==> config.mk <==
export PLATFORM = sky130hd
export DESIGN_NAME = spi_regbus_slave
export DESIGN_NICKNAME = d
export VERILOG_FILES = /design/src/rtl/spi_slv_pkg.sv /design/src/rtl/spi_slv_sync.sv /design/src/rtl/spi_slv_shifter.sv /design/src/rtl/spi_slv_frame.sv /design/src/rtl/spi_regbus_slave.sv
export SDC_FILE = /design/constraint.sdc
export NUM_CORES = 1
export LEC_CHECK = 0
export BUFFER_PORTS_ARGS = -buffer_cell sky130_fd_sc_hd__buf_2
export CAP_MARGIN = 20
export CORE_MARGIN = 4
export CORE_UTILIZATION = 40
export DETAILED_ROUTE_END_ITERATION = 8
export SLEW_MARGIN = 20
export SYNTH_ARGS = -nofsm -noshare
export SYNTH_HDL_FRONTEND = slang
export SYNTH_HIERARCHICAL = 1
export SYNTH_SLANG_ARGS = --single-unit
export TNS_END_PERCENT = 30
==> constraint.sdc <==
create_clock -name clk -period 5.92 [get_ports clk]
set_input_delay 0.296 -clock clk [delete_from_list [all_inputs] [get_ports clk]]
set_output_delay 0.296 -clock clk [all_outputs]
set_load 0.1 [all_outputs]
==> src/rtl/spi_slv_pkg.sv <==
package spi_slv_pkg;
   localparam int BYTE_W   = 8;
   localparam int CNT_W    = 4;
   localparam int DIR_BIT  = 7;
   localparam int CRC_BIT  = 6;

   typedef enum logic [2:0] {
      ST_CMD,
      ST_ALO,
      ST_AHI,
      ST_WR,
      ST_RD,
      ST_DROP
   } frame_st_e;
endpackage

==> src/rtl/spi_slv_sync.sv <==
module spi_slv_sync #(
   parameter int             WIDTH   = 1,
   parameter int             STAGES  = 2,
   parameter logic [WIDTH-1:0] RST_VAL = '0
) (
   input  logic             clk,
   input  logic             rst_n,
   input  logic [WIDTH-1:0] d,
   output logic [WIDTH-1:0] q
);
   logic [WIDTH-1:0] chain [STAGES];

   generate
      for (genvar s = 0; s < STAGES; s++) begin : g_stage
         if (s == 0) begin : g_first
            always_ff @(posedge clk or negedge rst_n) begin
               if (!rst_n) chain[0] <= RST_VAL;
               else        chain[0] <= d;
            end
         end else begin : g_next
            always_ff @(posedge clk or negedge rst_n) begin
               if (!rst_n) chain[s] <= RST_VAL;
               else        chain[s] <= chain[s-1];
            end
         end
      end
   endgenerate

   assign q = chain[STAGES-1];
endmodule

==> src/rtl/spi_slv_shifter.sv <==
module spi_slv_shifter
   import spi_slv_pkg::*;
(
   input  logic              clk,
   input  logic              rst_n,
   input  logic              sclk_s,
   input  logic              cs_n_s,
   input  logic              mosi_s,
   input  logic              tx_load,
   input  logic [BYTE_W-1:0] tx_byte,
   output logic              rx_valid,
   output logic [BYTE_W-1:0] rx_byte,
   output logic              miso_bit
);
   localparam int BIT_W = $clog2(BYTE_W);

   logic              sclk_q;
   logic              rise, fall;
   logic [BIT_W-1:0]  bit_cnt;
   logic [BYTE_W-2:0] rx_sr;
   logic [BYTE_W-1:0] tx_sr;
   logic              last_bit;

   assign rise     = sclk_s & ~sclk_q;
   assign fall     = ~sclk_s & sclk_q;
   assign last_bit = (bit_cnt == BIT_W'(BYTE_W - 1));
   assign miso_bit = tx_sr[BYTE_W-1];

   always_ff @(posedge clk or negedge rst_n) begin
      if (!rst_n) begin
         sclk_q   <= 1'b0;
         bit_cnt  <= '0;
         rx_sr    <= '0;
         rx_byte  <= '0;
         rx_valid <= 1'b0;
         tx_sr    <= '0;
      end else begin
         sclk_q   <= sclk_s;
         rx_valid <= 1'b0;
         if (cs_n_s) begin
            bit_cnt <= '0;
            rx_sr   <= '0;
            tx_sr   <= '0;
         end else begin
            if (rise) begin
               rx_sr   <= {rx_sr[BYTE_W-3:0], mosi_s};
               bit_cnt <= bit_cnt + 1'b1;
               if (last_bit) begin
                  rx_valid <= 1'b1;
                  rx_byte  <= {rx_sr, mosi_s};
               end
            end
            if (tx_load)
               tx_sr <= tx_byte;
            else if (rise && last_bit)
               tx_sr <= '0;
            else if (fall && bit_cnt != '0)
               tx_sr <= {tx_sr[BYTE_W-2:0], 1'b0};
         end
      end
   end
endmodule

==> src/rtl/spi_slv_frame.sv <==
module spi_slv_frame
   import spi_slv_pkg::*;
#(
   parameter int ADDR_W = 16
) (
   input  logic              clk,
   input  logic              rst_n,
   input  logic              cs_n_s,
   input  logic              rx_valid,
   input  logic [BYTE_W-1:0] rx_byte,
   input  logic [BYTE_W-1:0] reg_rdata,
   output logic [ADDR_W-1:0] reg_addr,
   output logic [BYTE_W-1:0] reg_wdata,
   output logic              reg_wr,
   output logic              reg_rd,
   output logic              crc_err,
   output logic              tx_load,
   output logic [BYTE_W-1:0] tx_byte
);
   frame_st_e         st;
   logic [CNT_W-1:0]  remain;
   logic [ADDR_W-1:0] addr;
   logic              is_wr;
   logic              load_q;

   assign reg_addr = addr;
   assign tx_load  = load_q;
   assign tx_byte  = reg_rdata;

   always_ff @(posedge clk or negedge rst_n) begin
      if (!rst_n) begin
         st        <= ST_CMD;
         remain    <= '0;
         addr      <= '0;
         is_wr     <= 1'b0;
         load_q    <= 1'b0;
         reg_wdata <= '0;
         reg_wr    <= 1'b0;
         reg_rd    <= 1'b0;
         crc_err   <= 1'b0;
      end else begin
         reg_wr  <= 1'b0;
         reg_rd  <= 1'b0;
         crc_err <= 1'b0;
         load_q  <= reg_rd & ~cs_n_s;
         if (reg_wr) addr <= addr + 1'b1;
         if (cs_n_s) begin
            st <= ST_CMD;
         end else if (rx_valid) begin
            unique case (st)
               ST_CMD: begin
                  if (rx_byte[CRC_BIT]) begin
                     crc_err <= 1'b1;
                     st      <= ST_DROP;
                  end else begin
                     is_wr  <= rx_byte[DIR_BIT];
                     remain <= rx_byte[CNT_W-1:0];
                     st     <= ST_ALO;
                  end
               end
               ST_ALO: begin
                  addr[BYTE_W-1:0] <= rx_byte;
                  st               <= ST_AHI;
               end
               ST_AHI: begin
                  addr <= ADDR_W'({rx_byte, addr[BYTE_W-1:0]});
                  if (is_wr) begin
                     st <= ST_WR;
                  end else begin
                     reg_rd <= 1'b1;
                     st     <= ST_RD;
                  end
               end
               ST_WR: begin
                  reg_wr    <= 1'b1;
                  reg_wdata <= rx_byte;
                  if (remain == '0) st <= ST_DROP;
                  else              remain <= remain - 1'b1;
               end
               ST_RD: begin
                  if (remain == '0) begin
                     st <= ST_DROP;
                  end else begin
                     remain <= remain - 1'b1;
                     addr   <= addr + 1'b1;
                     reg_rd <= 1'b1;
                  end
               end
               default: st <= ST_DROP;
            endcase
         end
      end
   end
endmodule

==> src/rtl/spi_regbus_slave.sv <==
module spi_regbus_slave
   import spi_slv_pkg::*;
#(
   parameter int ADDR_W      = 16,
   parameter int SYNC_STAGES = 2
) (
   input  logic              clk,
   input  logic              rst_n,
   input  logic              spi_sclk,
   input  logic              spi_cs_n,
   input  logic              spi_mosi,
   output logic              spi_miso,
   output logic              spi_miso_oe,
   output logic [ADDR_W-1:0] reg_addr,
   output logic [7:0]        reg_wdata,
   output logic              reg_wr,
   output logic              reg_rd,
   input  logic [7:0]        reg_rdata,
   output logic              crc_err
);
   generate
      if (ADDR_W < BYTE_W || ADDR_W > 2 * BYTE_W) begin : g_bad_addr
         $error("ADDR_W must lie between 8 and 16");
      end
      if (SYNC_STAGES < 2 || SYNC_STAGES > 8) begin : g_bad_sync
         $error("SYNC_STAGES must lie between 2 and 8");
      end
   endgenerate

   logic [2:0]        pins_s;
   logic              sclk_s, cs_n_s, mosi_s;
   logic              rx_valid;
   logic [BYTE_W-1:0] rx_byte;
   logic              tx_load;
   logic [BYTE_W-1:0] tx_byte;

   spi_slv_sync #(
      .WIDTH  (3),
      .STAGES (SYNC_STAGES),
      .RST_VAL(3'b010)
   ) u_sync (
      .clk  (clk),
      .rst_n(rst_n),
      .d    ({spi_mosi, spi_cs_n, spi_sclk}),
      .q    (pins_s)
   );

   assign sclk_s = pins_s[0];
   assign cs_n_s = pins_s[1];
   assign mosi_s = pins_s[2];

   spi_slv_shifter u_shift (
      .clk     (clk),
      .rst_n   (rst_n),
      .sclk_s  (sclk_s),
      .cs_n_s  (cs_n_s),
      .mosi_s  (mosi_s),
      .tx_load (tx_load),
      .tx_byte (tx_byte),
      .rx_valid(rx_valid),
      .rx_byte (rx_byte),
      .miso_bit(spi_miso)
   );

   spi_slv_frame #(.ADDR_W(ADDR_W)) u_frame (
      .clk      (clk),
      .rst_n    (rst_n),
      .cs_n_s   (cs_n_s),
      .rx_valid (rx_valid),
      .rx_byte  (rx_byte),
      .reg_rdata(reg_rdata),
      .reg_addr (reg_addr),
      .reg_wdata(reg_wdata),
      .reg_wr   (reg_wr),
      .reg_rd   (reg_rd),
      .crc_err  (crc_err),
      .tx_load  (tx_load),
      .tx_byte  (tx_byte)
   );

   assign spi_miso_oe = ~spi_cs_n & rst_n;
endmodule

[After elaboration in Yosys (flattened, before gate mapping)]
Cells that the tools add are included.
Word-level totals
  flip-flop bits (word level): 70
  bits in latches: 0
  bits in writable memories: 0
  ROM bits: 0
  memories kept: 0
  output and inout bits: 29
Cells by class
  bitwise gates (word level): 9
  $mul: 0
  $lt $le $gt $ge: 0
  reductions and logical operators: 15
  shift operators: 0
  add/subtract/negate cells: 3
  eq/ne operators: 9
  divide/modulo/power cells: 0
  multiplexer cells: 38
Operator list (number)
  16-bit 2-to-1 mux: 4
  8-bit 2-to-1 mux: 4
  8-bit one-hot mux with 3 select lines: 1
  3-bit 2-to-1 mux: 7
  16-bit by 1-bit adder with 16-bit output (second input constant): 1
  8-bit one-hot mux with 2 select lines: 1
  1-bit 2-to-1 mux: 14
  7-bit 2-to-1 mux: 2
  3-bit one-hot mux with 4 select lines: 1
  4-bit 2-to-1 mux: 2
  4-bit one-hot mux with 2 select lines: 1
  3-bit by 2-bit equality test with 1-bit output (second input constant): 2
  3-bit equality test (second input constant): 2
  3-bit AND reduction: 2
  2-bit nonzero test: 3
  1-bit inverter: 5
  5-bit AND reduction: 1
  1-bit AND: 4
  4-bit logical NOT: 1
  2-bit inequality test (second input constant): 2
  4-bit AND reduction: 1
  4-bit nonzero test: 1
  4-bit by 1-bit subtractor with 4-bit output (second input constant): 1
  3-bit by 1-bit adder with 3-bit output (second input constant): 1
  9 further kinds: 10

[Depth between registers and ports, before layout]
Gate-level depths: netlist of run 1.
  depth after elaboration: 7
  depth in mapped cells: 8
  gate-level depth less buffers: 7

[By module]
The synthesis of run 1 kept the hierarchy.
By module, submodules not included
  spi_slv_frame: cells an instance 254, area an instance 2348.5 µm², seq. area each 900.9 µm², times used 1
  spi_slv_shifter: cells an instance 108, area an instance 1247.4 µm², seq. area each 700.7 µm², times used 1
  spi_slv_sync: cells an instance 9, area an instance 175.2 µm², seq. area each 152.6 µm², times used 1
  spi_regbus_slave: cells an instance 1, area an instance 13.8 µm², seq. area each 0.0 µm², times used 1

[Least setup slack after synthesis of run 1]
OpenSTA, ideal clock, no wires.
  path type: register to register
  start: register u_frame.addr[0], in the netlist u_frame/reg_addr[0]
  end: register u_frame.addr[4], in the netlist u_frame/reg_addr[4]
  data arrival time: 2.209 ns
  cell stages (with the launch flop): 7
  path buffers: 0
  slack: 3.585 ns
  clock period less this slack: 2.335 ns
  required time: 5.794 ns
  cell sequence: dfrtp_1 ha_1 nand4_1 xnor2_1 or3_1 a21oi_1 o32a_1
On the way
  longest elaborated chain between the ends: 6
RTL lines
  start: declaration: line spi_slv_frame.sv:22  | logic [ADDR_W-1:0] addr;
  start signal: assignment: line spi_slv_frame.sv:46  | if (reg_wr) addr <= addr + 1'b1;
  start signal: indexed assignment: line spi_slv_frame.sv:62  | addr[BYTE_W-1:0] <= rx_byte;
  start signal: assignment: line spi_slv_frame.sv:66  | addr <= ADDR_W'({rx_byte, addr[BYTE_W-1:0]});
  16-bit by 1-bit adder with 16-bit output *: line spi_slv_frame.sv:46, spi_slv_frame.sv:85
  16-bit 2-to-1 mux: line spi_slv_frame.sv:46
  16-bit 2-to-1 mux: line spi_slv_frame.sv:81  | if (remain == '0) begin
  8-bit one-hot mux with 3 select lines: line spi_slv_frame.sv:50  | unique case (st)
  16-bit 2-to-1 mux: line spi_slv_frame.sv:49  | end else if (rx_valid) begin
  16-bit 2-to-1 mux *: line spi_slv_frame.sv:47  | if (cs_n_s) begin
Every way passes the cells marked *; elsewhere a longest branch is shown, timed or not.
A chain may end at the register's enable or synchronous reset.

[Worst setup path in the final report of run 1]
  start: register u_sync.chain, in the netlist u_sync/q[1]
  end: register u_frame.addr[0], in the netlist u_frame/reg_addr[0]
On the way
  longest elaborated chain between the ends: 1
  elaborated cells on any way between the ends: 2
RTL lines
  start: declaration: line spi_slv_sync.sv:11  | logic [WIDTH-1:0] chain [STAGES];
  start signal: indexed assignment: line spi_slv_sync.sv:23  | else chain[s] <= chain[s-1];
  3-bit inequality test (no source line) or 16-bit 2-to-1 mux (tied branches)
Several ways; a longest one is shown, not always the timed one.

==> impl_summary.md, run 1 <==
Detailed routing
After detailed routing, the number of remaining DRC violations is 0. The DRC violation total after the first TritonRoute iteration is 209. The length of the first detailed-routing pass in iterations is 5.

Dividing the detail-routed wire length by the instance count gives 16.0 um. The total wire length after detailed routing is 8.52 mm. The count of nets left with antenna violations once routing finished came out at 0. For this block, the via count after detailed routing is 2904.

Dividing the detail-routed via count by the number of cells gives 5.47.

Worst hold path
The path class of the tightest hold or removal check is in2reg.

Timing
The count of final hold-check violations is 0. Setup repair after global routing left no endpoint under its margin. The total setup violations reported at the end of the flow is 0. The relative max-transition margin is 31.7%. The largest clock skew in the final design is 0.00689 ns. For the pin with the worst max-slew slack, the measured transition is 1.02 ns. The final-report max-slew violation count is 0. The maximum achievable frequency is 383 MHz.

The routed design could run at a clock period as short as 2.61 ns. For the final routed database, the setup TNS stands at 0 ns. Dividing the final minimum period by the clock period gives 44.1%.

Placement
The number of buffers inserted by port buffering is 41. After legalization and detailed placement, the total HPWL measured 5.75 mm. The final RePlAce weighted congestion is 0.858.

Worst setup path
For the worst setup path, the data required time is 6.19 ns. STA puts the critical path data arrival time at 2.88 ns. In this run the worst path has a maximum fanout of 19.

STA classifies the critical path startpoint as a flop. The setup check on the worst reg-to-reg path leaves a slack of 3.31 ns. The worst setup path is of the reg2reg kind. The kind of end point of the critical path is a flop.

Power
The internal power contribution is 704 uW. For this design the ratio of total power to cell area is 219 nW/um^2. The share of total power dissipated in combinational logic is 4.4%. The largest voltage drop on the vdd net is 0.000110 V. The total leakage power is 1.90 nW.

The sequential power share is 53.5%. Of the total power, the clock network draws 42.0%. The total net switching power is 216 uW. The net switching fraction of the power is 23.5%.

Logic synthesis
The synthesized netlist occupies a cell area of 3780 um^2. Yosys mapped a number of flops with a built-in enable equal to 0. Synthesis inferred 70 register bits.

Yosys printed 6 warnings. The fraction of synthesized cell area taken by the top area cell type is 45.0%. The synthesized net count is 391. Of all cell types, the one taking the most synthesized area is sky130_fd_sc_hd__dfrtp_1. After synthesis, the mean cell area works out to 10.2 um^2. The synthesized instance count is 372. The most instantiated flip-flop cell in the synthesis netlist is sky130_fd_sc_hd__dfrtp_1. Of all flip-flops after synthesis, the portion carrying an async set or reset was 100%. The number of distinct standard cells referenced by the synthesized netlist is 64.

Summing the sequential cell areas from Yosys gives 46.3% of the chip area. Yosys attributes the largest share of cell area to sky130_fd_sc_hd__dfrtp_1 45%, sky130_fd_sc_hd__mux2_2 5.1%, sky130_fd_sc_hd__nand2_1 4.3%, sky130_fd_sc_hd__xnor2_1 3.5%, sky130_fd_sc_hd__a21oi_1 3.0%.

CTS
Post-CTS repair changed the size of 0 cells. The root cell of the clock tree is sky130_fd_sc_hd__clkbuf_8. The clock latency of the later-clocked register in the worst-skew pair is 0.33 ns. After clock tree synthesis, the clock-pin slew on the worst setup and hold paths is 0.08 ns.

The maximum level of the CTS H-tree is 3. The number of buffers between clock root and the deepest sink is 2. The number of clock sinks is 70. TritonCTS built the clock tree. The number of buffers added by the clock tree synthesis step is 9.

Die
The core outline area is 9240 um^2. The initialized floorplan defines 35 standard-cell rows. 42 I/O pins were placed.

The full die area is 11100 um^2. The height of the die is 105 um. In this run the horizontal extent of the chip is 105 um. The starting density of the core is 41.0%.

Outcome
The run finished with clean final reports.

GRT
The first global-routing pass estimated 14.4 mm of wire. The initial antenna violation count is 0. Entering global routing, the biggest net connects 49 pins.

Global routing consumed, over all layers together, 16.2% of the routing resources. The via count of the first global-routing pass is 2771. For this run the aggregate overflow at the end of global routing stands at 0.

Final layout
Compared with the post-synthesis result, the final layout area differs by 10.8%. The filler cells instantiated in the layout total 890. The final layout net count is 416.

Of the cells placed in the final design, the portion with a size suffix greater than 1 is 23.6%. In the layout the commonest cells are 68 x sky130_fd_sc_hd__dfrtp_1, 43 x sky130_fd_sc_hd__nand2_1, 40 x sky130_fd_sc_hd__buf_2, 23 x sky130_fd_sc_hd__a21oi_1, 19 x sky130_fd_sc_hd__nor2_1. The final core utilization is 45.4%. The commonest non-fill, non-tap cell in the layout is sky130_fd_sc_hd__dfrtp_1. The number of antenna diodes is 0.

Run
Max-cap violations in this run came to 0.
==> power groups by stage <==
stage / clock [mW] / combinational [mW] / sequential (mW)
2_1_floorplan: 0 / 0.0269 / 0.502
3_3_place_gp: 0 / 0.0410 / 0.502
3_5_place_dp: 0 / 0.0415 / 0.502
4_1_cts: 0.403 / 0.0418 / 0.493
5_1_grt: 0.424 / 0.0463 / 0.494
6_report: 0.387 / 0.0407 / 0.493
==> cell type report <==
| cell class | instances | area [um^2] | share of cell area [%] |
|---|---|---|---|
| Sequential cell | 70 | 1750 | 41.8 |
| Tap cell | 129 | 161 | 3.85 |
| Clock inverter | 6 | 61.3 | 1.46 |
| Inverter | 10 | 37.5 | 0.895 |
| Multi-Input combinational cell | 262 | 1810 | 43.1 |
| Clock buffer | 10 | 138 | 3.28 |
| Timing Repair Buffer | 44 | 233 | 5.55 |
==> registers in the layout (all words and copies together) (netlist names) <==
register / cells
u_frame/reg_addr: 16
u_frame/reg_wdata: 8
u_shift/rx_byte: 8
u_shift/tx_sr: 8
u_shift/rx_sr: 7
u_frame/remain: 4
u_frame/st: 3
u_shift/bit_cnt: 3
u_sync/chain: 3
u_sync/q: 3
u_frame/crc_err: 1
u_frame/is_wr: 1
u_frame/reg_rd: 1
u_frame/reg_wr: 1
u_frame/tx_load: 1
u_shift/rx_valid: 1
u_shift/sclk_q: 1
==> cells by family after synthesis <==
group | count (synthesis) | synth area share (%)
AO/OA/AOI/OAI | 92 | 17.2
AND/OR/NAND/NOR | 131 | 19.8
multiplexers | 17 | 5.06
buffers and inverters | 40 | 5.88
adder cells (fa/ha/maj) | 6 | 1.98
XOR/XNOR | 16 | 3.70
flip-flops | 70 | 46.3
==> worst max-delay path: stages, from the launching register on <==
cell and delay [ns]:
sky130_fd_sc_hd__dfstp_2 0.50, sky130_fd_sc_hd__nor2b_1 0.84, sky130_fd_sc_hd__nand3_1 0.65, sky130_fd_sc_hd__o21ai_0 0.37
sky130_fd_sc_hd__a221o_1 0.21
==> cell usage after synthesis (5+ instances only) <==
cell,number
sky130_fd_sc_hd__nor3b_1,6
sky130_fd_sc_hd__nand4_1,5
sky130_fd_sc_hd__buf_4,14
sky130_fd_sc_hd__dfrtp_1,68
sky130_fd_sc_hd__buf_2,10
sky130_fd_sc_hd__nor3_1,13
sky130_fd_sc_hd__a31oi_1,5
sky130_fd_sc_hd__nor2b_1,5
sky130_fd_sc_hd__nand3_1,10
sky130_fd_sc_hd__o311ai_0,7
sky130_fd_sc_hd__nand2_1,43
sky130_fd_sc_hd__inv_1,10
sky130_fd_sc_hd__o21ai_0,15
sky130_fd_sc_hd__a21oi_1,23
sky130_fd_sc_hd__nor2_1,19
sky130_fd_sc_hd__mux2_2,17
sky130_fd_sc_hd__ha_1,6
sky130_fd_sc_hd__xnor2_1,15
sky130_fd_sc_hd__a2bb2oi_1,8
==> metrics by stage <==
| stage | power [mW] | area [um^2] | setup WS, ns | std cells | hold WS, ns |
|---|---|---|---|---|---|
| 6_report | 0.920 | 4190 | 3.31 | 531 | 0.0682 |
| 5_1_grt | 0.964 | 4190 | 3.20 | 531 | 0.0378 |
| 4_1_cts | 0.937 | 4190 | 3.42 | 531 | 0.0478 |
| 3_5_place_dp | 0.543 | 3980 | 3.44 | 514 | 0.214 |
| 3_3_place_gp | 0.543 | 3980 | 3.57 | 514 | 0.211 |
| 2_1_floorplan | 0.529 | 3780 | 3.59 | 372 | 0.000409 |
==> per-layer routing <==
layer	wire length, um	GRT usage (%)	vias to the layer above
li1	-	-	1382
met1	3940	23.1	1429
met2	4010	24.4	89
met3	491	3.67	4
met4	72	5.06	0
met5	0	0	-
==> path summary, 6_finish.rpt <==
path / startpoint / cells past startpoint / to
hold reg to reg: u_sync/chain[3]$_DFF_PN0_ / 0 / u_sync/q[0]$_DFF_PN0_
hold / removal: spi_sclk / 1 / u_sync/chain[3]$_DFF_PN0_
setup reg to reg: u_sync/q[1]$_DFF_PN1_ / 4 / u_frame/reg_addr[0]$_DFFE_PN0P_
max in group asynchronous: rst_n / 3 / u_shift/rx_byte[5]$_DFFE_PN0P_
setup / recovery: u_sync/q[1]$_DFF_PN1_ / 4 / u_frame/reg_addr[0]$_DFFE_PN0P_
min in group asynchronous: rst_n / 2 / u_frame/reg_addr[2]$_DFFE_PN0P_
==> what timing repair did <==
item | in CTS | in global routing
hold buffers | 1 | 0
buffers inserted | 0 | 0
hold endpoints to repair | 20 | 0
Power figures use the tool's default switching activity.
==> run 2: changes to the inputs <==
--- a/config.mk
+++ b/config.mk
@@ -5,6 +5,7 @@
 export SDC_FILE = /design/constraint.sdc
 export NUM_CORES = 1
 export LEC_CHECK = 0
+export ABC_AREA = 1
 export BUFFER_PORTS_ARGS = -buffer_cell sky130_fd_sc_hd__buf_2
 export CAP_MARGIN = 20
 export CORE_MARGIN = 4
==> constraint.sdc (replaced) <==
create_clock -name clk -period 2.2 [get_ports clk]
set_input_delay 0.11 -clock clk [delete_from_list [all_inputs] [get_ports clk]]
set_output_delay 0.11 -clock clk [all_outputs]
set_load 0.1 [all_outputs]
==> impl_summary.md, run 2 <==
Outcome
The run finished with clean final reports.

Final layout
The library cell used most frequently in the layout, excluding fill and tap cells, is sky130_fd_sc_hd__nand2_1. The area growth from synthesis to final layout is 13.0%. The number of flip-flops under the largest register name is 16 (unchanged). The library cells used most frequently in the layout, excluding fill and tap cells, are 147 x sky130_fd_sc_hd__nand2_1, 69 x sky130_fd_sc_hd__inv_1, 66 x sky130_fd_sc_hd__dfrtp_1, 52 x sky130_fd_sc_hd__nand3_1, 40 x sky130_fd_sc_hd__buf_2. The number of filler cells placed in the layout was 961 (+8.0%). The fraction of layout cells with a size suffix above 1 is 17.1% (-6.5 points). The final non-filler cell total was 689 (+30%). The number of antenna diodes is 0 (unchanged). The final layout net count was 574 (+38%).

GRT
The met2 demand-to-capacity share in global routing was 28.0% (+3.6 points). The final global-route overflow total came to 0 (unchanged). The initial antenna violation count is 0 (unchanged). The met3 capacity usage during global routing was 3.84% (+0.17 points). The met1 usage in global routing came to 23.9% (+0.78 points). The most utilized layer in the global route result is met2.

The global-route wire length before repair is 16.1 mm (+12%). The overall fraction of global-route tracks in use came to 17.5% (+1.3 points). The via count of the first global-routing pass came to 3265 (+18%). The pin count of the biggest net entering global routing was 71 (+45%).

Detailed routing
The total wire length after detailed routing came to 9.64 mm (+13%). The per-cell routed wire length is 14.0 um (-13%). The detailed-route DRC error count came to 0 (unchanged). The number of nets still failing antenna checks after routing is 0 (unchanged). The length of the first detailed-routing pass in iterations was 5 (unchanged). The DRC violation total after the first TritonRoute iteration is 217 (+3.8%). The via count was 3470 (+19%). The via count normalized by instance count was 5.04 (-7.9%).

Timing
The relative max-transition margin is 42.4% (+11 points). The count of final hold-check violations is 0 (unchanged). The final-report max-slew violation count is 0 (unchanged). The least setup slack across all paths after layout is 0.295 ns (-3.01 ns). Setup repair after global routing left no endpoint under its margin.

The total setup violations reported at the end of the flow was 0 (unchanged). The actual slew at the worst max-slew pin is 0.864 ns (-0.158 ns). The maximum achievable frequency came to 525 MHz (+37%). The setup TNS is 0 ns (unchanged). The time the worst path needs with I/O delays and setup is 1.91 ns (-0.705 ns). The largest clock skew in the final design was 0.0151 ns (+0.00826 ns). The final period utilization is 86.6% (+43 points).

Worst setup path
The setup slack of the most critical reg-to-reg path was 0.29 ns (-3.01 ns). In this design, the largest share of critical-path delay is due to flip-flops. The critical path launch point type is a flop.

In this run the critical register-to-register path is launched from u_sync/q[1]$_DFF_PN1_. The data arrival time of the critical path came to 2.14 ns (-0.74 ns). The largest fanout on the critical path is 14 (-5). The critical path's largest stage delay is 0.64 ns (-0.20 ns). The buffer and inverter count on the worst path came to 3 (+3). The worst reg2reg path depth is 8 (+4). The critical path is of the reg2reg type. The endpoint of the worst-slack reg-to-reg timing path is u_frame/reg_addr[7]$_DFFE_PN0P_. Walking the worst path, the cells encountered are inv_1, nand2_2, inv_1, nand2_1, buf_4, nand2_1, a21oi_1, o21ai_0. The required time of the worst setup path is 2.43 ns (-3.76 ns). The cell with the largest stage delay on the worst path is sky130_fd_sc_hd__dfstp_2.

The worst setup path is captured at a flop.

Logic synthesis
The synthesized net count came to 536 (+37%). The cell type contributing the most total cell area after synthesis is sky130_fd_sc_hd__dfrtp_1. The synthesized-area fraction occupied by and/or/nand/nor cells was 30.4% (+11 points). The xor/xnor cell area share of the yosys netlist came to 1.11% (-2.6 points). After synthesis, the cell types taking the most area are sky130_fd_sc_hd__dfrtp_1 43%, sky130_fd_sc_hd__nand2_1 14%, sky130_fd_sc_hd__nand3_1 6.6%, sky130_fd_sc_hd__inv_1 6.6%, sky130_fd_sc_hd__o21ai_0 4.8%. The per-instance average area after synthesis is 7.62 um^2 (-25%). By count the netlist is led by 147 x sky130_fd_sc_hd__nand2_1, 69 x sky130_fd_sc_hd__inv_1, 68 x sky130_fd_sc_hd__dfrtp_1. The number of distinct standard cells referenced by the synthesized netlist is 36 (-44%). The fraction of the yosys area taken by sequential cells is 44.5% (-1.8 points).

The post-synthesis async set-or-reset flop share is 100% (unchanged). The post-synth design cell area is 3940 um^2 (+4.1%). The most used standard cell by instance count after synthesis is sky130_fd_sc_hd__nand2_1. The total number of yosys warnings came to 6 (unchanged). The combinational family with the most area after synthesis is simple AND/OR/NAND/NOR gates. The fraction of the mapped netlist area in compound gates is 11.3% (-5.9 points).

The fraction of synthesized cell area taken by the top area cell type is 43.2% (-1.8 points). The arithmetic-cell share of the synthesized area counting full adders, half adders and majority gates is 1.90% (-0.079 points). The mux contribution to synthesized area came to 0.254% (-4.8 points).

The synthesized instance count came to 517 (+39%). The number of enable flip-flop cells after synthesis is 0 (unchanged). In the synthesized netlist the dominant register cell turns out to be sky130_fd_sc_hd__dfrtp_1.

The synthesis-stage register bit count was 70 (unchanged).

Power
The relative contribution of the clock network to total power is 43.4% (+1.4 points). The overall power of the completed layout is 2.46 mW (+170%). The net switching fraction of the power was 24.5% (+1.0 points). The largest voltage drop on the vdd net is 0.000333 V (+200%). The ratio of total power to cell area is 552 nW/um^2 (+150%). The total net switching power is 603 uW (+180%). The sequential power share is 53.0% (-0.5 points). The logic gate share of total power is 3.6% (-0.8 points). The internal power contribution is 1.86 mW (+160%). The total leakage power was 2.25 nW (+19%).

Placement
The number of buffers inserted by port buffering was 41 (unchanged). The HPWL after detailed placement is 6.99 mm (+22%). The instance count after placement with tap cells included is 669 (+30%).

The post-placement worst setup slack is 0.340 ns (-3.10 ns). The final RePlAce weighted congestion is 0.855 (-0.35%).

CTS
The number of setup buffers added after CTS is 0 (unchanged). The post-cts resize count was 0 (unchanged). The number of clock sinks is 70 (unchanged). The clock latency of the later-clocked register in the worst-skew pair is 0.35 ns (+0.02 ns). The root cell of the clock tree is sky130_fd_sc_hd__clkbuf_8.

The number of buffers between clock root and the deepest sink came to 2 (unchanged). The number of buffers added by the clock tree synthesis step is 9 (unchanged). The clock transition time at the flip-flop clock pins of the worst setup and hold paths is 0.09 ns (about the same). The maximum level of the CTS H-tree was 3 (unchanged). TritonCTS built the clock tree.

Run
The number of maximum-capacitance violations came to 0 (unchanged).

Worst hold path
In this run the worst hold path is classified as in2async.

Die
The total I/O pin count is 42 (unchanged). The full die area is 11500 um^2 (+3.8%). The site row count came to 35 (unchanged). The height of the die is 107 um (+1.9%). The core outline area came to 9420 um^2 (+1.9%). The die width is 107 um (+1.9%).

The starting density of the core was 41.9% (+0.90 points).
==> run 2: cell count changes after synthesis, sizes merged, moves of 17 or more <==
cell   before  now
inv        10   71
nand3      10   54
mux2       17    0
o21ai      18   50
a21oi      24    7
nand2      44  156
==> run 2: worst max path at each step <==
| stage | start | endpoint | slack, ns | cells past startpoint |
|---|---|---|---|---|
| 5_1_grt | u_sync/q[1]$_DFF_PN1_ | u_frame/reg_addr[7]$_DFFE_PN0P_ | 0.11 | 8 |
| 3_5_place_dp | u_sync/q[1]$_DFF_PN1_ | u_frame/reg_addr[7]$_DFFE_PN0P_ | 0.34 | 8 |
| 3_3_place_gp | u_sync/q[1]$_DFF_PN1_ | u_frame/reg_addr[7]$_DFFE_PN0P_ | 0.40 | 8 |
| 2_1_floorplan | u_frame/reg_addr[3]$_DFFE_PN0P_ | u_frame/reg_addr[15]$_DFF_PN0_ | 0.09 | 7 |
| 6_report | u_sync/q[1]$_DFF_PN1_ | u_frame/reg_addr[7]$_DFFE_PN0P_ | 0.29 | 8 |
| 4_1_cts | u_sync/q[1]$_DFF_PN1_ | u_frame/reg_addr[7]$_DFFE_PN0P_ | 0.31 | 8 |
==> run 2: routing by layer <==
metal	vias up	share of wire (%)
li1	1730	-
met1	1605	46
met2	123	47
met3	12	6.1
met4	0	0.90
met5	-	0
==> run 2: cell families after synthesis <==
logic type / Yosys count
buffers and inverters: 94
XOR/XNOR: 5
AO/OA/AOI/OAI: 74
adder cells (fa/ha/maj): 6
AND/OR/NAND/NOR: 267
flip-flops: 70
multiplexers: 1
==> run 2: timing repair <==
action | CTS | global route
setup endpoints to repair | 0 | 0
hold buffers | 4 | 0
endpoints found under the hold margin | 4 | 0
==> run 2: area by class of cell <==
type,count,area [um^2],share of cell area [%]
repair buffers,48,283,6.35
flip-flops and latches,70,1760,39.4
multi-input cells,353,1770,39.8
inverters,73,275,6.18
clock inverters,7,80.1,1.80
clock buffers,9,124,2.78
well taps,129,161,3.62
==> run 2: power groups by stage <==
stage	clock [mW]	combinational (mW)	sequential, mW
final	1.07	0.0893	1.30
after CTS	1.10	0.0924	1.30
after detailed placement	0	0.0873	1.33
after global placement	0	0.0869	1.33
after floorplan	0	0.0525	1.32
after global routing	1.15	0.103	1.31
==> run 2: through the flow <==
stage	area (um^2)	hold slack, ns	util, %
after floorplan	3940	-0.186	-
after global placement	4210	0.219	44.7
after detailed placement	4210	0.220	44.7
after CTS	4450	0.0631	47.3
after global routing	4450	0.0967	47.3
final	4450	0.0142	47.3
==> run 3: changes to the inputs <==
--- a/config.mk
+++ b/config.mk
@@ -9,8 +9,9 @@
 export BUFFER_PORTS_ARGS = -buffer_cell sky130_fd_sc_hd__buf_2
 export CAP_MARGIN = 20
 export CORE_MARGIN = 4
-export CORE_UTILIZATION = 40
+export CORE_UTILIZATION = 35
 export DETAILED_ROUTE_END_ITERATION = 8
+export MAX_ROUTING_LAYER = met4
 export SLEW_MARGIN = 20
 export SYNTH_ARGS = -nofsm -noshare
 export SYNTH_HDL_FRONTEND = slang
==> constraint.sdc (replaced) <==
create_clock -name clk -period 2.2 [get_ports clk]
set_input_delay 0.33 -clock clk [delete_from_list [all_inputs] [get_ports clk]]
set_output_delay 0.33 -clock clk [all_outputs]
set_load 0.1 [all_outputs]
==> impl_summary.md, run 3 (synthesis results as in run 2) <==
Outcome
The run finished with clean final reports.

Final layout
The number of antenna diodes is 0 (unchanged). The number of flip-flops under the largest register name is 16 (unchanged). The number of filler cells placed in the layout came to 1123 (+17%). The library cells used most frequently in the layout, excluding fill and tap cells, are 147 x sky130_fd_sc_hd__nand2_1, 69 x sky130_fd_sc_hd__inv_1, 66 x sky130_fd_sc_hd__dfrtp_1, 52 x sky130_fd_sc_hd__nand3_1, 40 x sky130_fd_sc_hd__buf_2. The final non-filler cell total is 699 (+1.5%). The final layout net count is 573 (-0.17%). The commonest non-fill, non-tap cell in the layout is sky130_fd_sc_hd__nand2_1. The area growth from synthesis to final layout is 14.9%. The fraction of layout cells with a size suffix above 1 is 17.4% (+0.21 points).

CTS
The number of setup buffers added after CTS was 0 (unchanged). The number of buffers added to fix hold violations after cts was 0 (-4). The number of buffers between clock root and the deepest sink is 2 (unchanged). The clock transition time at the flip-flop clock pins of the worst setup and hold paths is 0.06 ns (-0.03 ns). The number of clock sinks is 70 (unchanged). The number of buffers added by the clock tree synthesis step was 9 (unchanged). The TritonCTS clock tree is yes.

The clock latency of the later-clocked register in the worst-skew pair is 0.33 ns (-0.02 ns). The maximum level of the CTS H-tree is 3 (unchanged). The root cell of the clock tree is sky130_fd_sc_hd__clkbuf_16.

The post-cts resize count is 0 (unchanged).

Timing
The relative max-transition margin is 39.6% (-2.8 points). The final period utilization is 86.5% (-0.15 points). The setup TNS came to 0 ns (unchanged).

The actual slew at the worst max-slew pin is 0.906 ns (+0.0414 ns). The final-report max-slew violation count is 0 (unchanged). The count of final hold-check violations is 0 (unchanged). Setup repair after global routing left no endpoint under its margin.

The time the worst path needs with I/O delays and setup is 1.90 ns (-0.00324 ns). The maximum achievable frequency was 526 MHz (+0.17%). The total setup violations reported at the end of the flow is 0 (unchanged). The largest clock skew in the final design was 0.00550 ns (-0.00964 ns).

GRT
The initial antenna violation count is 0 (unchanged). The via count of the first global-routing pass came to 3327 (+1.9%). The overall fraction of global-route tracks in use came to 16.5% (-0.91 points). The final global-route overflow total came to 0 (unchanged). The pin count of the biggest net entering global routing is 71 (unchanged). The global-route wire length before repair came to 16.8 mm (+4.4%).

Worst setup path
The startpoint of the worst-slack reg-to-reg timing path is u_sync/q[1]$_DFF_PN1_. The endpoint identified for the worst register-to-register timing path is u_frame/reg_addr[14]$_DFF_PN0_. The cell with the largest stage delay on the worst path is sky130_fd_sc_hd__dfstp_2. The required time of the worst setup path came to 2.47 ns (+0.04 ns). The critical path's largest stage delay was 0.63 ns (about the same). The buffer and inverter count on the worst path is 2 (-1). The largest fanout on the critical path is 9 (-5). The setup slack of the most critical reg-to-reg path is 0.30 ns (about the same). The kind of cell adding the most delay to the critical path is flip-flops. The worst reg2reg path depth was 8 (unchanged). The setup path with the least slack is of type reg2reg. The data arrival time of the critical path is 2.17 ns (+0.03 ns). The critical path launch point type is a flop. The worst setup path is captured at a flop. Traced cell by cell, the critical path runs through inv_1, nand2_2, inv_1, nand2_1, o21ai_0, o21ai_2, o211ai_1, nand2_1.

Die
The die width came to 114 um (+6.4%). The starting density of the core came to 36.0% (-5.8 points). The core outline area came to 10900 um^2 (+16%).

The full die area came to 13000 um^2 (+13%). The total I/O pin count was 42 (unchanged). The height of the die is 114 um (+6.4%). The site row count is 38 (+8.6%).

Power
The total leakage power is 2.28 nW (+1.4%). The largest voltage drop on the vdd net was 0.000535 V (+61%). The ratio of total power to cell area is 605 nW/um^2 (+9.6%).

Worst hold path
The end of the worst hold path is u_sync/chain[5]$_DFF_PN0_. Along the worst hold path, the cell count comes to 1. The tightest min-delay check is of the in2reg type. The worst hold path begins at spi_mosi.

Detailed routing
The number of nets still failing antenna checks after routing is 0 (unchanged). The DRC violation total after the first TritonRoute iteration is 266 (+23%). The via count normalized by instance count is 4.98 (-1.2%). The total wire length after detailed routing is 9.93 mm (+3.0%). The length of the first detailed-routing pass in iterations was 5 (unchanged). The per-cell routed wire length was 14.2 um (+1.6%).

The detailed-route DRC error count is 0 (unchanged). The via count is 3478 (+0.23%).

Placement
The number of buffers inserted by port buffering was 41 (unchanged). The HPWL after detailed placement is 7.28 mm (+4.2%). The final RePlAce weighted congestion came to 0.911 (+6.5%).

The instance count after placement with tap cells included is 683 (+2.1%).

Run
The number of maximum-capacitance violations is 0 (unchanged).
[run 3: worst max-delay path by stage]
stage	startpoint	to	slack (ns)	cells after the start
after floorplan	u_frame/reg_addr[3]$_DFFE_PN0P_	u_frame/reg_addr[15]$_DFF_PN0_	0.09	7
after global placement	u_frame/reg_addr[4]$_DFFE_PN0P_	u_frame/reg_addr[15]$_DFF_PN0_	0.44	7
after detailed placement	u_sync/q[1]$_DFF_PN1_	u_frame/reg_addr[15]$_DFF_PN0_	0.33	8
after CTS	u_sync/q[1]$_DFF_PN1_	u_frame/reg_addr[15]$_DFF_PN0_	0.32	8
after global routing	u_sync/q[1]$_DFF_PN1_	u_frame/reg_addr[14]$_DFF_PN0_	0.15	8
final	u_sync/q[1]$_DFF_PN1_	u_frame/reg_addr[14]$_DFF_PN0_	0.30	8
[run 3: routing by layer]
metal  global-route usage [%]  wire length [um]  vias to the layer above
li1                         -                 -                     1736
met1                     21.8              4370                     1614
met2                     25.6              4860                      122
met3                     3.44               632                        6
met4                     5.38                73                        0
met5                        -                 0                        -
[run 3: power breakdown]
group / internal, mW / switching, mW
Combinational: 0.0209 / 0.0646
Clock: 0.823 / 0.525
Sequential: 1.30 / 0.00725
Total: 2.14 / 0.597
[run 3: final cells by class]
type / count / area, um^2 / share of cell area [%]
multi-input combinational: 353 / 1770 / 39.2
clock buffer: 13 / 260 / 5.75
tap: 140 / 175 / 3.87
inverter: 73 / 275 / 6.08
sequential: 70 / 1760 / 38.8
timing repair buffer: 47 / 265 / 5.86
clock inverter: 3 / 20.0 / 0.442
[run 3: per-stage QoR]
| step | hold slack, ns | power, mW | cell area, um^2 | util, % | setup slack [ns] |
|---|---|---|---|---|---|
| after global placement | 0.333 | 1.42 | 4250 | 38.8 | 0.443 |
| after detailed placement | 0.340 | 1.42 | 4250 | 38.8 | 0.330 |
| after floorplan | 0.0344 | 1.38 | 3940 | - | 0.0914 |
| after global routing | 0.0945 | 2.84 | 4530 | 41.4 | 0.147 |
| after CTS | 0.0916 | 2.80 | 4530 | 41.4 | 0.319 |
| final | 0.107 | 2.74 | 4530 | 41.4 | 0.298 |
